===== src/rtl/wdog_pkg.sv =====
`timescale 1ns/1ps
package wdog_pkg;
  localparam int          SEL_W   = 4;
  localparam logic [3:0]  SEL_MAX = 4'd9;
  localparam int          B_RST   = 4;
  localparam int          B_IE    = 5;
  localparam int          B_UNL   = 6;
  localparam int          B_FLG   = 7;

  function automatic logic [SEL_W-1:0] clamp_sel(input logic [SEL_W-1:0] s);
    return (s > SEL_MAX) ? SEL_MAX : s;
  endfunction
endpackage


===== src/rtl/wdog_cfg.sv =====
`timescale 1ns/1ps
module wdog_cfg
  import wdog_pkg::*;
#(
  parameter int WIN_CYC = 4
) (
  input  logic             clk_i,
  input  logic             rst_ni,
  input  logic             wr_en_i,
  input  logic [7:0]       wr_data_i,
  input  logic             set_flag_i,
  input  logic             clr_ie_i,
  output logic [SEL_W-1:0] sel_o,
  output logic             rst_en_o,
  output logic             irq_en_o,
  output logic             flag_o,
  output logic             win_open_o
);
  localparam int WW = $clog2(WIN_CYC + 1);

  logic [WW-1:0] win_q;

  assign win_open_o = (win_q != '0);

  always_ff @(posedge clk_i or negedge rst_ni) begin
    if (!rst_ni) begin
      win_q    <= '0;
      sel_o    <= '0;
      rst_en_o <= 1'b0;
      irq_en_o <= 1'b0;
      flag_o   <= 1'b0;
    end else begin
      if (wr_en_i && wr_data_i[B_UNL]) win_q <= WW'(WIN_CYC);
      else if (win_open_o)             win_q <= win_q - 1'b1;

      // protected fields: only inside the window
      if (wr_en_i && win_open_o) begin
        sel_o    <= wr_data_i[SEL_W-1:0];
        rst_en_o <= wr_data_i[B_RST];
      end

      // hardware clear beats software write
      if (clr_ie_i)     irq_en_o <= 1'b0;
      else if (wr_en_i) irq_en_o <= wr_data_i[B_IE];

      // set beats write-one-to-clear
      if (set_flag_i)                        flag_o <= 1'b1;
      else if (wr_en_i && wr_data_i[B_FLG])  flag_o <= 1'b0;
    end
  end
endmodule


===== src/rtl/wdog_cnt.sv =====
`timescale 1ns/1ps
module wdog_cnt
  import wdog_pkg::*;
#(
  parameter int BASE_LOG2 = 11
) (
  input  logic             clk_i,
  input  logic             rst_ni,
  input  logic             tick_i,
  input  logic             kick_i,
  input  logic [SEL_W-1:0] sel_i,
  output logic             tmo_o
);
  localparam int CW = BASE_LOG2 + 10;

  logic [CW-1:0] cnt_q;
  logic [CW-1:0] term;
  logic [CW-1:0] one_w;
  int            shamt;

  assign one_w = CW'(1);
  assign shamt = BASE_LOG2 + int'(clamp_sel(sel_i));
  assign term  = (one_w << shamt) - one_w;
  assign tmo_o = tick_i && !kick_i && (cnt_q == term);

  always_ff @(posedge clk_i or negedge rst_ni) begin
    if (!rst_ni)      cnt_q <= '0;
    else if (kick_i)  cnt_q <= '0;
    else if (tick_i)  cnt_q <= tmo_o ? '0 : cnt_q + 1'b1;
  end
endmodule


===== src/rtl/wdog_act.sv =====
`timescale 1ns/1ps
module wdog_act (
  input  logic clk_i,
  input  logic rst_ni,
  input  logic tmo_i,
  input  logic fuse_i,
  input  logic rst_en_i,
  input  logic irq_en_i,
  output logic set_flag_o,
  output logic clr_ie_o,
  output logic rst_req_o
);
  logic rst_fire;

  assign set_flag_o = tmo_i && !fuse_i && irq_en_i;
  // two-stage mode: drop to reset-only after the first interrupt
  assign clr_ie_o   = set_flag_o && rst_en_i;
  assign rst_fire   = tmo_i && (fuse_i || (rst_en_i && !irq_en_i));

  always_ff @(posedge clk_i or negedge rst_ni) begin
    if (!rst_ni)       rst_req_o <= 1'b0;
    else if (rst_fire) rst_req_o <= 1'b1;
  end
endmodule


===== src/rtl/wdog_top.sv =====
`timescale 1ns/1ps
module wdog_top
  import wdog_pkg::*;
#(
  parameter int BASE_LOG2 = 11,
  parameter int WIN_CYC   = 4
) (
  input  logic       clk_i,
  input  logic       rst_ni,
  input  logic       tick_i,
  input  logic       kick_i,
  input  logic       wr_en_i,
  input  logic [7:0] wr_data_i,
  input  logic       fuse_i,
  output logic [7:0] rd_data_o,
  output logic       irq_o,
  output logic       rst_req_o
);
  logic [SEL_W-1:0] sel;
  logic             rst_en, irq_en, flag, win_open;
  logic             tmo, set_flag, clr_ie;

  wdog_cfg #(.WIN_CYC(WIN_CYC)) u_cfg (
    .clk_i, .rst_ni, .wr_en_i, .wr_data_i,
    .set_flag_i(set_flag), .clr_ie_i(clr_ie),
    .sel_o(sel), .rst_en_o(rst_en), .irq_en_o(irq_en),
    .flag_o(flag), .win_open_o(win_open)
  );

  wdog_cnt #(.BASE_LOG2(BASE_LOG2)) u_cnt (
    .clk_i, .rst_ni, .tick_i, .kick_i, .sel_i(sel), .tmo_o(tmo)
  );

  wdog_act u_act (
    .clk_i, .rst_ni, .tmo_i(tmo), .fuse_i,
    .rst_en_i(rst_en), .irq_en_i(irq_en),
    .set_flag_o(set_flag), .clr_ie_o(clr_ie), .rst_req_o
  );

  assign rd_data_o = {flag, win_open, irq_en, rst_en, sel};
  assign irq_o     = flag;
endmodule


===== config.mk =====
export PLATFORM = sky130hd
export DESIGN_NAME = wdog_top
export DESIGN_NICKNAME = d
export VERILOG_FILES = /design/src/rtl/wdog_pkg.sv /design/src/rtl/wdog_cfg.sv /design/src/rtl/wdog_cnt.sv /design/src/rtl/wdog_act.sv /design/src/rtl/wdog_top.sv
export SDC_FILE = /design/constraint.sdc
export NUM_CORES = 1
export LEC_CHECK = 0
export BUFFER_PORTS_ARGS = -buffer_cell sky130_fd_sc_hd__buf_2
export CAP_MARGIN = 20
export CORE_MARGIN = 1
export CORE_UTILIZATION = 50
export DETAILED_ROUTE_END_ITERATION = 10
export GPL_TIMING_DRIVEN = 0
export PLACE_DENSITY = 0.8
export SLEW_MARGIN = 30
export SYNTH_ARGS = -nofsm -noshare
export SYNTH_HDL_FRONTEND = slang
export SYNTH_SLANG_ARGS = --single-unit

===== constraint.sdc =====
create_clock -name clk_i -period 4 [get_ports clk_i]
set_input_delay 0.2 -clock clk_i [delete_from_list [all_inputs] [get_ports clk_i]]
set_output_delay 0.2 -clock clk_i [all_outputs]
set_load 0.05 [all_outputs]

Word level (Yosys, flattened, before mapping)
Cells that the tools add are included.
{"block": "word_totals", "rom_bits": 0, "inputBits": 14, "out_inout_bits": 10, "n_memories": 0, "register_bits": 32, "mem_bits_rw": 0, "wordCells": 43, "latchBits": 0}
{"block": "classes", "reduce_logical": 19, "bitwise_logic": 0, "n_eq_ne": 1, "div_mod_pow": 0, "shifts": 1, "mul": 0, "n_mux": 10, "order_cmp": 1, "addsub": 4}
{"op": "$mux 21", "n": 3}
{"op": "$shl 1x32->21 const A", "n": 1}
{"op": "$add 21x1->21 const B", "n": 1}
{"op": "$eq 21x21->1", "n": 1}
{"op": "$sub 21x1->21 const B", "n": 1}
{"op": "$logic_and 1x1->1", "n": 10}
{"op": "$reduce_bool 2->1", "n": 4}
{"op": "$mux 3", "n": 2}
{"op": "$add 4x4->5 const A", "n": 1}
{"op": "$gt 4x4->1 const B", "n": 1}
{"op": "$mux 1", "n": 4}
{"op": "$mux 4", "n": 1}
{"op": "$logic_not 1->1", "n": 3}
{"op": "$reduce_bool 3->1", "n": 1}
{"op": "$sub 3x1->3 const B", "n": 1}
{"op": "$logic_or 1x1->1", "n": 1}

Depth between registers and ports, before layout
Gate-level depths: netlist of the first run.
{"block": "depth", "depth_word": 11, "depth_mapped": 18, "mapped_depth_nobuf": 14}

By module
A second synthesis of the first run with hierarchy kept.
{"block": "unflattened", "hier_cells": 260, "area_unflattened_um2": 2248.4}
{"mod": "wdog_cnt", "seq_area_each_um2": 525.5, "n_inst": 1, "area_per_inst_um2": 1701.6, "cells_per_inst": 217}
{"mod": "wdog_cfg", "seq_area_each_um2": 250.2, "n_inst": 1, "area_per_inst_um2": 455.4, "cells_per_inst": 32}
{"mod": "wdog_act", "seq_area_each_um2": 25.0, "n_inst": 1, "area_per_inst_um2": 61.3, "cells_per_inst": 7}
{"mod": "wdog_top", "seq_area_each_um2": 0.0, "n_inst": 1, "area_per_inst_um2": 30.0, "cells_per_inst": 4}

Least setup slack after synthesis of the first run
Ideal clock, no wire load.
{"block": "synth_path", "path_type": "reg2reg", "startpoint": "register u_cfg.sel_o[3]", "endpoint": "register u_cnt.cnt_q[12]", "path_buffers": 3, "setup_ps": 126, "t_arrival_ps": 3996, "synth_period_minus_slack_ps": 4122, "stages_incl_launch_ff": 18, "path_slack_ps": -122, "required_ps": 3874, "cell_sequence": "dfrtp_1 -> buf_2 -> nand2_1 -> nand2_1 -> ha_1 -> buf_4 -> nor4b_4 -> nand2_1 -> ha_1 -> inv_1 -> a311oi_1 -> or4_1 -> a211oi_1 -> o2111a_1 -> nand4_2 -> buf_6 -> and4b_1 -> a221o_1"}
{"block": "synth_between", "elab_chain_cells": 10}
{"element": "start, declared", "line": "wdog_cfg.sv:13", "source": "output logic [SEL_W-1:0] sel_o,"}
{"element": "start signal, assigned", "line": "wdog_cfg.sv:38", "source": "sel_o <= wr_data_i[SEL_W-1:0];"}
{"element": "$gt 4x4->1", "line": "wdog_pkg.sv:11", "source": "return (s > SEL_MAX) ? SEL_MAX : s;"}
{"element": "$mux 4 *", "line": "wdog_pkg.sv:11"}
{"element": "$add 4x4->5 *", "line": "wdog_cnt.sv:22", "source": "assign shamt = BASE_LOG2 + int'(clamp_sel(sel_i));"}
{"element": "$shl 1x32->21 *", "line": "wdog_cnt.sv:23", "source": "assign term = (one_w << shamt) - one_w;"}
{"element": "$sub 21x1->21 *", "line": "wdog_cnt.sv:23"}
{"element": "$eq 21x21->1 *", "line": "wdog_cnt.sv:24", "source": "assign tmo_o = tick_i && !kick_i && (cnt_q == term);"}
{"element": "$logic_and 1x1->1 *", "line": "wdog_cnt.sv:24"}
{"element": "$mux 21 * (2 in series)", "line": "wdog_cnt.sv:29", "source": "else if (tick_i) cnt_q <= tmo_o ? '0 : cnt_q + 1'b1;"}
{"element": "$mux 21 *", "line": "wdog_cnt.sv:28", "source": "else if (kick_i) cnt_q <= '0;"}
{"element": "end signal, assigned", "line": "wdog_cnt.sv:29"}
{"element": "end, declared", "line": "wdog_cnt.sv:16", "source": "logic [CW-1:0] cnt_q;"}
Mark *: on every way between the ends. The rest lies on a longest branch, timed or not. The select of a mux whose other input is x is not followed.
A chain may end at the register's enable or synchronous reset.

Worst setup path after layout of the first run
{"block": "layout_path", "startpoint": "register u_cfg.sel_o[1]", "endpoint": "register u_cnt.cnt_q[19]"}
The elaborated chain is that of the path after synthesis.

==> results of run 1 <==
==> sequential cells by signal, summed over array words and instances, names as in the netlist <==
register	cells
u_act.rst_req_o	1
u_cfg.sel_o	4
u_cfg.win_q	3
u_cnt.cnt_q	21
u_cfg.flag_o	1
u_cfg.rst_en_o	1
u_cfg.irq_en_o	1
==> worst max-delay path, stage by stage, from the launching register on <==
cell and delay (ns):
dfrtp_2 0.52, nor2_4 0.14, nand2_1 0.10, ha_4 0.23
buf_6 0.15, nor4b_4 0.37, nand2_1 0.15, ha_4 0.20
inv_2 0.08, a311oi_1 0.06, or4_1 0.53, a211oi_1 0.19
o2111a_2 0.27, nand4_4 0.16, buf_6 0.19, clkbuf_4 0.18
a22oi_1 0.16, o31ai_1 0.09
==> how the worst min path moves through the flow <==
| stage | startpoint | endpoint | slack, ns |
|---|---|---|---|
| after floorplan | rst_ni | u_act.rst_req_o | -0.1 |
| after global placement | rst_ni | u_cnt.cnt_q[13] | 0.30 |
| after detailed placement | rst_ni | u_cnt.cnt_q[13] | 0.31 |
| after CTS | rst_ni | u_cnt.cnt_q[13] | 0.0003 |
| after global routing | rst_ni | u_cnt.cnt_q[17] | 0.03 |
| final | rst_ni | u_cnt.cnt_q[14] | -0.04 |
==> routing by layer <==
layer,part of all wire (%),up-vias,track usage (%)
li1,-,1243,-
met1,45,1229,35.0
met2,46,88,38.5
met3,5.6,18,4.42
met4,3.3,0,11.9
met5,0,-,0
==> cell type report <==
| type | instances | share of cell area [%] |
|---|---|---|
| clock inverters | 3 | 0.620 |
| repair buffers | 28 | 5.04 |
| flip-flops and latches | 32 | 26.6 |
| inverters | 13 | 1.61 |
| plain buffers | 22 | 4.21 |
| clock buffers | 5 | 2.27 |
| multi-input cells | 255 | 56.7 |
| well taps | 70 | 2.89 |
==> cells in the final DEF (no fill, tap or decap), types with 6 or more instances in the layout <==
cell       n
nand2_1   41
dfrtp_1   28
buf_2     26
o21ai_0   23
nand3_1   16
xnor2_1   14
inv_1     12
nor3_1    12
nor2_1    12
buf_4     11
a21oi_1   10
clkbuf_1  10
nor3b_1   10
nand2b_1   9
xor2_1     7
o31ai_1    7
a221o_1    7
and2_1     6
mux2_2     6
nor4_1     6
==> metrics by stage <==
| step | hold WS (ns) | TNS [ns] | utilization (%) |
|---|---|---|---|
| after floorplan | -0.0956 | 0 | - |
| after global placement | 0.296 | -5.94 | 55.8 |
| after detailed placement | 0.314 | -6.78 | 55.8 |
| after CTS | 0.000276 | 0 | 58.5 |
| after global routing | 0.0317 | -0.0236 | 59.3 |
| final | -0.0448 | 0 | 59.3 |
==> cells by family after synthesis <==
kind of cell             Yosys count  synth area share (%)
AO/OA/AOI/OAI                     69                  17.6
XOR/XNOR                          21                  6.95
adder cells (fa/ha/maj)            5                  2.36
buffers and inverters             37                  6.57
flip-flops                        32                  30.2
multiplexers                       7                  2.93
AND/OR/NAND/NOR                  153                  33.4
==> report_power, final <==
part	internal (mW)	switching, mW	leakage [nW]
Sequential	0.362	0.0449	0.421
Clock	0.121	0.133	0.0479
Combinational	0.343	0.526	0.787
==> repair_timing <==
action,in CTS,in global routing
setup endpoints to repair,24,19
pin swaps,3,4
buffers inserted,4,1
gates cloned,1,0
hold buffers,0,0
gates resized for setup,9,6
==> key figures, run 1 <==
Yosys
  • Yosys reg bits: 32
  • Sequential element share of the synthesized area: 30.2%
  • Leading area contributor after synthesis: dfrtp_1
  • Post-Syn Nets: ~340
  • Top cells by count, synth: nand2_1, dfrtp_1, o21ai_0
  • Synth Warn #: 0
  • Ys flop type: dfrtp_1
  • Synth top area share: 30.2%
  • Synth Area per Inst: approximately 8 um^2
  • Most frequent cell after synthesis: nand2_1
  • Post-Syn Area: ~2600 um^2
  • Top post-synthesis cells by area: dfrtp_1, nand2_1, xnor2_1
  • Async SR Flop Fraction: 100%
  • EDFF count, synth: 0
  • Synth unique cells: 56
  • Cells after synthesis: 324

Place
  • Pre-CTS setup slack: -0.472 ns
  • GPL Wtd Cong: roughly 0.96
  • Post-DP HPWL: ~4700 um
  • Buffers on Ports: 22
  • Post-DP Area: 2850 um^2
  • Inst Count DP: approximately 420

Global routing
  • Largest net degree at the start of global routing: 33
  • Total Routing Usage GR: roughly a quarter
  • Grt ovf: 0
  • First-pass GRT wire length: around 11,000 um
  • Vias in the first global route: between 2k and 2.5k
  • Initial antenna violation count: 0

Timing
  • Slew at the pin closest to its max-slew limit: 0.721 ns
  • Setup violations, final: 0
  • Slew HR: roughly half
  • Layout Skew: roughly 0.0039 ns
  • Final Critical Period: about 4 ns
  • Final WS setup: 0.113 ns
  • Max-slew violations: 0
  • Final hold vios: 32
  • Worst hold slack: -0.0448 ns
  • Peak Freq: ~0.26 GHz
  • Period utilization: 97.2%

Setup path
  • Worst R2R Path Depth: 17
  • Worst EP arrival: between 4 and 5 ns
  • Critical Setup Path Class: register to register
  • Setup crit start: u_cfg.sel_o[1]
  • Worst Path Required: approximately 4.2 ns
  • Crit. End Element: register
  • Critical Path Start Type: register
  • Critical R2R Launch: u_cfg.sel_o[1]
  • Register-to-Register Setup Slack: between 0.1 and 0.15 ns
  • FF-to-FF End: u_cnt.cnt_q[19]
  • CP max FO: 17
  • Crit path to: u_cnt.cnt_q[19]

Floorplanning
  • CORE AREA: 5110 um^2
  • I/O pin total: 24
  • Starting Density: around half
  • Die Ht: between 70 and 80 um
  • Die width: approximately 75 um
  • Num rows: 26
  • Die area: approximately 5600 um^2

Detailed routing
  • Post-Route WL: about 6600 um
  • Routed vias: 2,578
  • Post-route ant nets: 0
  • Drt first pass iters: 5
  • Initial detailed-routing violation count: between 200 and 300
  • Avg Vias per Cell: 6.02
  • Routed wire per std cell: approximately 15 um
  • DRC errors left: 0

Pwr
  • Leakage: roughly 1.3 nW
  • PD cells: between 500 and 600 nW/um^2
  • Tot Pwr: around 1.5 mW
  • Maximum VDD drop: about 0.00046 V

Status
  • Failing checks: hold timing
  • Status: complete, but fails checks

Finish
  • Layout cells sized above 1: 20.1%
  • Diodes inserted: 0
  • Post-route cell area: 3030 um^2
  • Nets: around 380
  • Seq. cell area: between 800 and 900 um^2
  • Fill cells: between 400 and 500
  • Synth-to-layout area growth: 14.4%
  • Area of the multi-input gates: about 1700 um^2
  • Fin cells: between 400 and 500

Clock tree
  • CTS tree: built
  • Total CTS buffers: 5
  • Root buffer cell: clkbuf_8
  • CTS max path bufs: 2
  • Later-pin clock latency in the skew report: just under 0.3 ns
  • Htree depth: 2
  • Clock slew at reported path FFs: about 0.070 ns
  • CTS Sinks: 32

Hold path
  • Hold Crit Class: input pin to async pin

Job
  • Max_cap viols: 0
No activity file was read; power rests on OpenSTA's default activity.
==> run 2, diff against run 1 <==
--- a/config.mk
+++ b/config.mk
@@ -5,13 +5,14 @@
 export SDC_FILE = /design/constraint.sdc
 export NUM_CORES = 1
 export LEC_CHECK = 0
+export ABC_AREA = 1
 export BUFFER_PORTS_ARGS = -buffer_cell sky130_fd_sc_hd__buf_2
 export CAP_MARGIN = 20
 export CORE_MARGIN = 1
 export CORE_UTILIZATION = 50
 export DETAILED_ROUTE_END_ITERATION = 10
 export GPL_TIMING_DRIVEN = 0
-export PLACE_DENSITY = 0.8
+export PLACE_DENSITY = 0.79
 export SLEW_MARGIN = 30
 export SYNTH_ARGS = -nofsm -noshare
 export SYNTH_HDL_FRONTEND = slang
==> run 2 against run 1 <==
  * Fmax up 4.0%
  * Non-clock buffer count down 13
  * Critical path depth up 7
  * Die area up 5.3%
  * Global-route usage up 1.7 points
  * Power up 16%
  * Clock skew up 0.0016 ns
  * Sequential share of layout area down 1.2 points
  * Clock-buffer cell count unchanged
  * The flow now finishes without violations
==> key figures, run 2 <==
Floorplanning
  • Die width: 76.7 um (+2.6%)
  • Die Ht: 76.7 um (+2.6%)
  • Die area: 5890 um^2 (+5.3%)
  • CORE AREA: 5240 um^2 (+2.5%)
  • Starting Density: 53.3% (+1.5 points)
  • I/O pin total: 24 (unchanged)
  • Num rows: 26 (unchanged)

Place
  • Post-DP HPWL: 5580 um (+19%)
  • Buffers on Ports: 23 (+4.5%)
  • Inst Count DP: 543 (+31%)
  • GPL Wtd Cong: 0.926 (-3.7%)

Yosys
  • Top cells by count, synth: nand2_1, nor2_1, inv_1
  • Sequential element share of the synthesized area: 28.7% (-1.6 points)
  • Synth Warn #: 0 (unchanged)
  • Leading area contributor after synthesis: dfrtp_1
  • Post-Syn Area: 2790 um^2 (+5.4%)
  • Top post-synthesis cells by area: dfrtp_1, nand2_1, nor2_1
  • Synth top area share: 28.7% (-1.6 points)
  • Yosys reg bits: 32 (unchanged)
  • Async SR Flop Fraction: 100% (unchanged)
  • Synth unique cells: 34 (-39%)
  • Ys flop type: dfrtp_1
  • Most frequent cell after synthesis: nand2_1
  • EDFF count, synth: 0 (unchanged)
  • Post-Syn Nets: 469 (+37%)
  • Cells after synthesis: 450 (+39%)
  • Synth Area per Inst: 6.20 um^2 (-24%)

Setup path
  • Critical Path Start Type: register
  • Worst EP arrival: 3.90 ns (-0.16 ns)
  • Worst Path Required: 4.16 ns (-0.02 ns)
  • Crit. End Element: register
  • CP max FO: 10 (-7)
  • Critical Setup Path Class: register to register

Timing
  • Layout Skew: 0.00542 ns (+0.00155 ns)
  • Final Critical Period: 3.74 ns (-0.150 ns)
  • Period utilization: 93.4% (-3.8 points)
  • Max-slew violations: 0 (unchanged)
  • Slew HR: 50.2% (-1.7 points)
  • Worst hold slack: 0.143 ns (+0.188 ns)
  • Peak Freq: 0.268 GHz (+4.0%)
  • Slew at the pin closest to its max-slew limit: 0.746 ns (+0.0257 ns)
  • Final hold vios: 0 (-100%)
  • Setup violations, final: 0 (unchanged)

Detailed routing
  • Avg Vias per Cell: 5.44 (-9.7%)
  • Drt first pass iters: 5 (unchanged)
  • Routed vias: 3,013 (+17%)
  • Initial detailed-routing violation count: 256 (-4.5%)
  • DRC errors left: 0 (unchanged)
  • Post-route ant nets: 0 (unchanged)
  • Post-Route WL: 7320 um (+11%)
  • Routed wire per std cell: 13.2 um (-14%)

Hold path
  • Hold Crit Class: input pin to register

Finish
  • Leading cell type in the layout, fill and taps excluded: nand2_1
  • Top Registers: u_cnt.cnt_q (21), u_cfg.sel_o (4), u_cfg.win_q (3)
  • Layout cells sized above 1: 14.3% (-5.9 points)
  • Fin cells: 554 (+29%)
  • Nets: 502 (+34%)
  • Max reg flops: 21 (unchanged)
  • Most frequent cells in the layout: nand2_1, nor2_1, inv_1, nand3_1, o21ai_0
  • Diodes inserted: 0 (unchanged)
  • Synth-to-layout area growth: 13.2%
  • Largest register by flop count: u_cnt.cnt_q

Job
  • Max_cap viols: 0 (unchanged)

Clock tree
  • Htree depth: 2 (unchanged)
  • Clock slew at reported path FFs: 0.07 ns (about the same)
  • CTS max path bufs: 2 (unchanged)
  • Total CTS buffers: 5 (unchanged)
  • CTS tree: built
  • Later-pin clock latency in the skew report: 0.29 ns (about the same)
  • Root buffer cell: clkbuf_8
  • CTS Sinks: 32 (unchanged)

Global routing
  • Total Routing Usage GR: 27.0% (+1.7 points)
  • Initial antenna violation count: 0 (unchanged)
  • Largest net degree at the start of global routing: 33 (unchanged)
  • Vias in the first global route: 2,799 (+24%)
  • First-pass GRT wire length: 12,600 um (+17%)
  • Grt ovf: 0 (unchanged)

Status
  • Status: complete, no violations

Pwr
  • Tot Pwr: 1.78 mW (+16%)
  • Maximum VDD drop: 0.000438 V (-4.6%)
  • PD cells: 563 nW/um^2 (+11%)
  • Leakage: 1.55 nW (+23%)
[run 2: power breakdown]
| part | leakage, nW | switching (mW) | total (mW) | internal [mW] |
|---|---|---|---|---|
| registers | 0.423 | 0.0407 | 0.403 | 0.362 |
| clock network | 0.0541 | 0.130 | 0.314 | 0.184 |
| logic | 1.07 | 0.719 | 1.06 | 0.344 |
| total | 1.55 | 0.889 | 1.78 | 0.890 |
[run 2: final cells by class]
cell class	instances	area, um^2
repair buffers	26	140
flip-flops and latches	32	802
well taps	70	87.6
plain buffers	11	75.1
clock buffers	5	68.8
multi-input cells	346	1710
clock inverters	3	42.5
fillers	512	2080
inverters	61	234
[run 2: critical path, stage by stage, from the launching register on]
cell     delay, ns
dfrtp_1       0.36
buf_6         0.16
inv_6         0.07
nand2_4       0.11
nand3_1       0.15
ha_4          0.33
inv_2         0.07
nand4_1       0.18
inv_1         0.11
nand2_2       0.13
ha_1          0.18
inv_1         0.07
a21oi_4       0.19
nand2_1       0.13
inv_2         0.17
nand3_1       0.09
nand3_1       0.11
nand4_1       0.10
nor2_1        0.14
nand2_1       0.11
nor2_4        0.25
buf_6         0.19
nor2_1        0.05
nand2_1       0.06
o21ai_0       0.08
[run 2: cells by family (layout without fill, tap and decap cells)]
kind of cell	count (synthesis)	count (layout)	share of synthesized area (%)
compound gates	61	61	12.7
mux	1	1	0.403
simple gates	269	269	41.7
flops	32	32	28.7
xor+xnor	10	10	3.14
buf+inv	72	106	11.1
fa+ha+maj	5	5	2.24
[run 2: metrics by stage]
stage	area [um^2]	setup slack [ns]	utilization [%]	setup TNS [ns]
after detailed placement	2990	0.126	57.2	0
after global routing	3160	-0.0169	60.3	-0.0441
final	3160	0.263	60.3	0
after CTS	3120	0.103	59.5	0
after global placement	2990	0.181	57.2	0
after floorplan	2790	0.359	-	0
[run 2: path summary, 6_finish.rpt]
check	cells after the start	endpoint	slack [ns]	start
setup reg to reg	24	u_cnt.cnt_q[7]	0.26	u_cfg.sel_o[3]
setup / recovery	24	u_cnt.cnt_q[7]	0.26	u_cfg.sel_o[3]
min in group asynchronous	2	u_cnt.cnt_q[11]	0.51	rst_ni
hold reg to reg	1	u_act.rst_req_o	0.47	u_act.rst_req_o
hold / removal	2	u_cfg.rst_en_o	0.14	wr_data_i[4]
max in group asynchronous	2	u_cfg.sel_o[1]	2.97	rst_ni
[run 2: routing by layer]
| metal | track usage (%) | share of wire, % | vias up | wire [um] |
|---|---|---|---|---|
| li1 | - | - | 1524 | - |
| met1 | 35.4 | 46 | 1393 | 3360 |
| met2 | 43.9 | 47 | 82 | 3450 |
| met3 | 3.57 | 4.8 | 14 | 355 |
| met4 | 12.7 | 2.0 | 0 | 148 |
| met5 | 0 | 0 | - | 0 |
[run 2: what timing repair did]
item	CTS	global route
gates resized for setup	0	6
setup endpoints to repair	0	24
buffers inserted	0	2
endpoints found under the hold margin	32	0
hold buffers	1	0
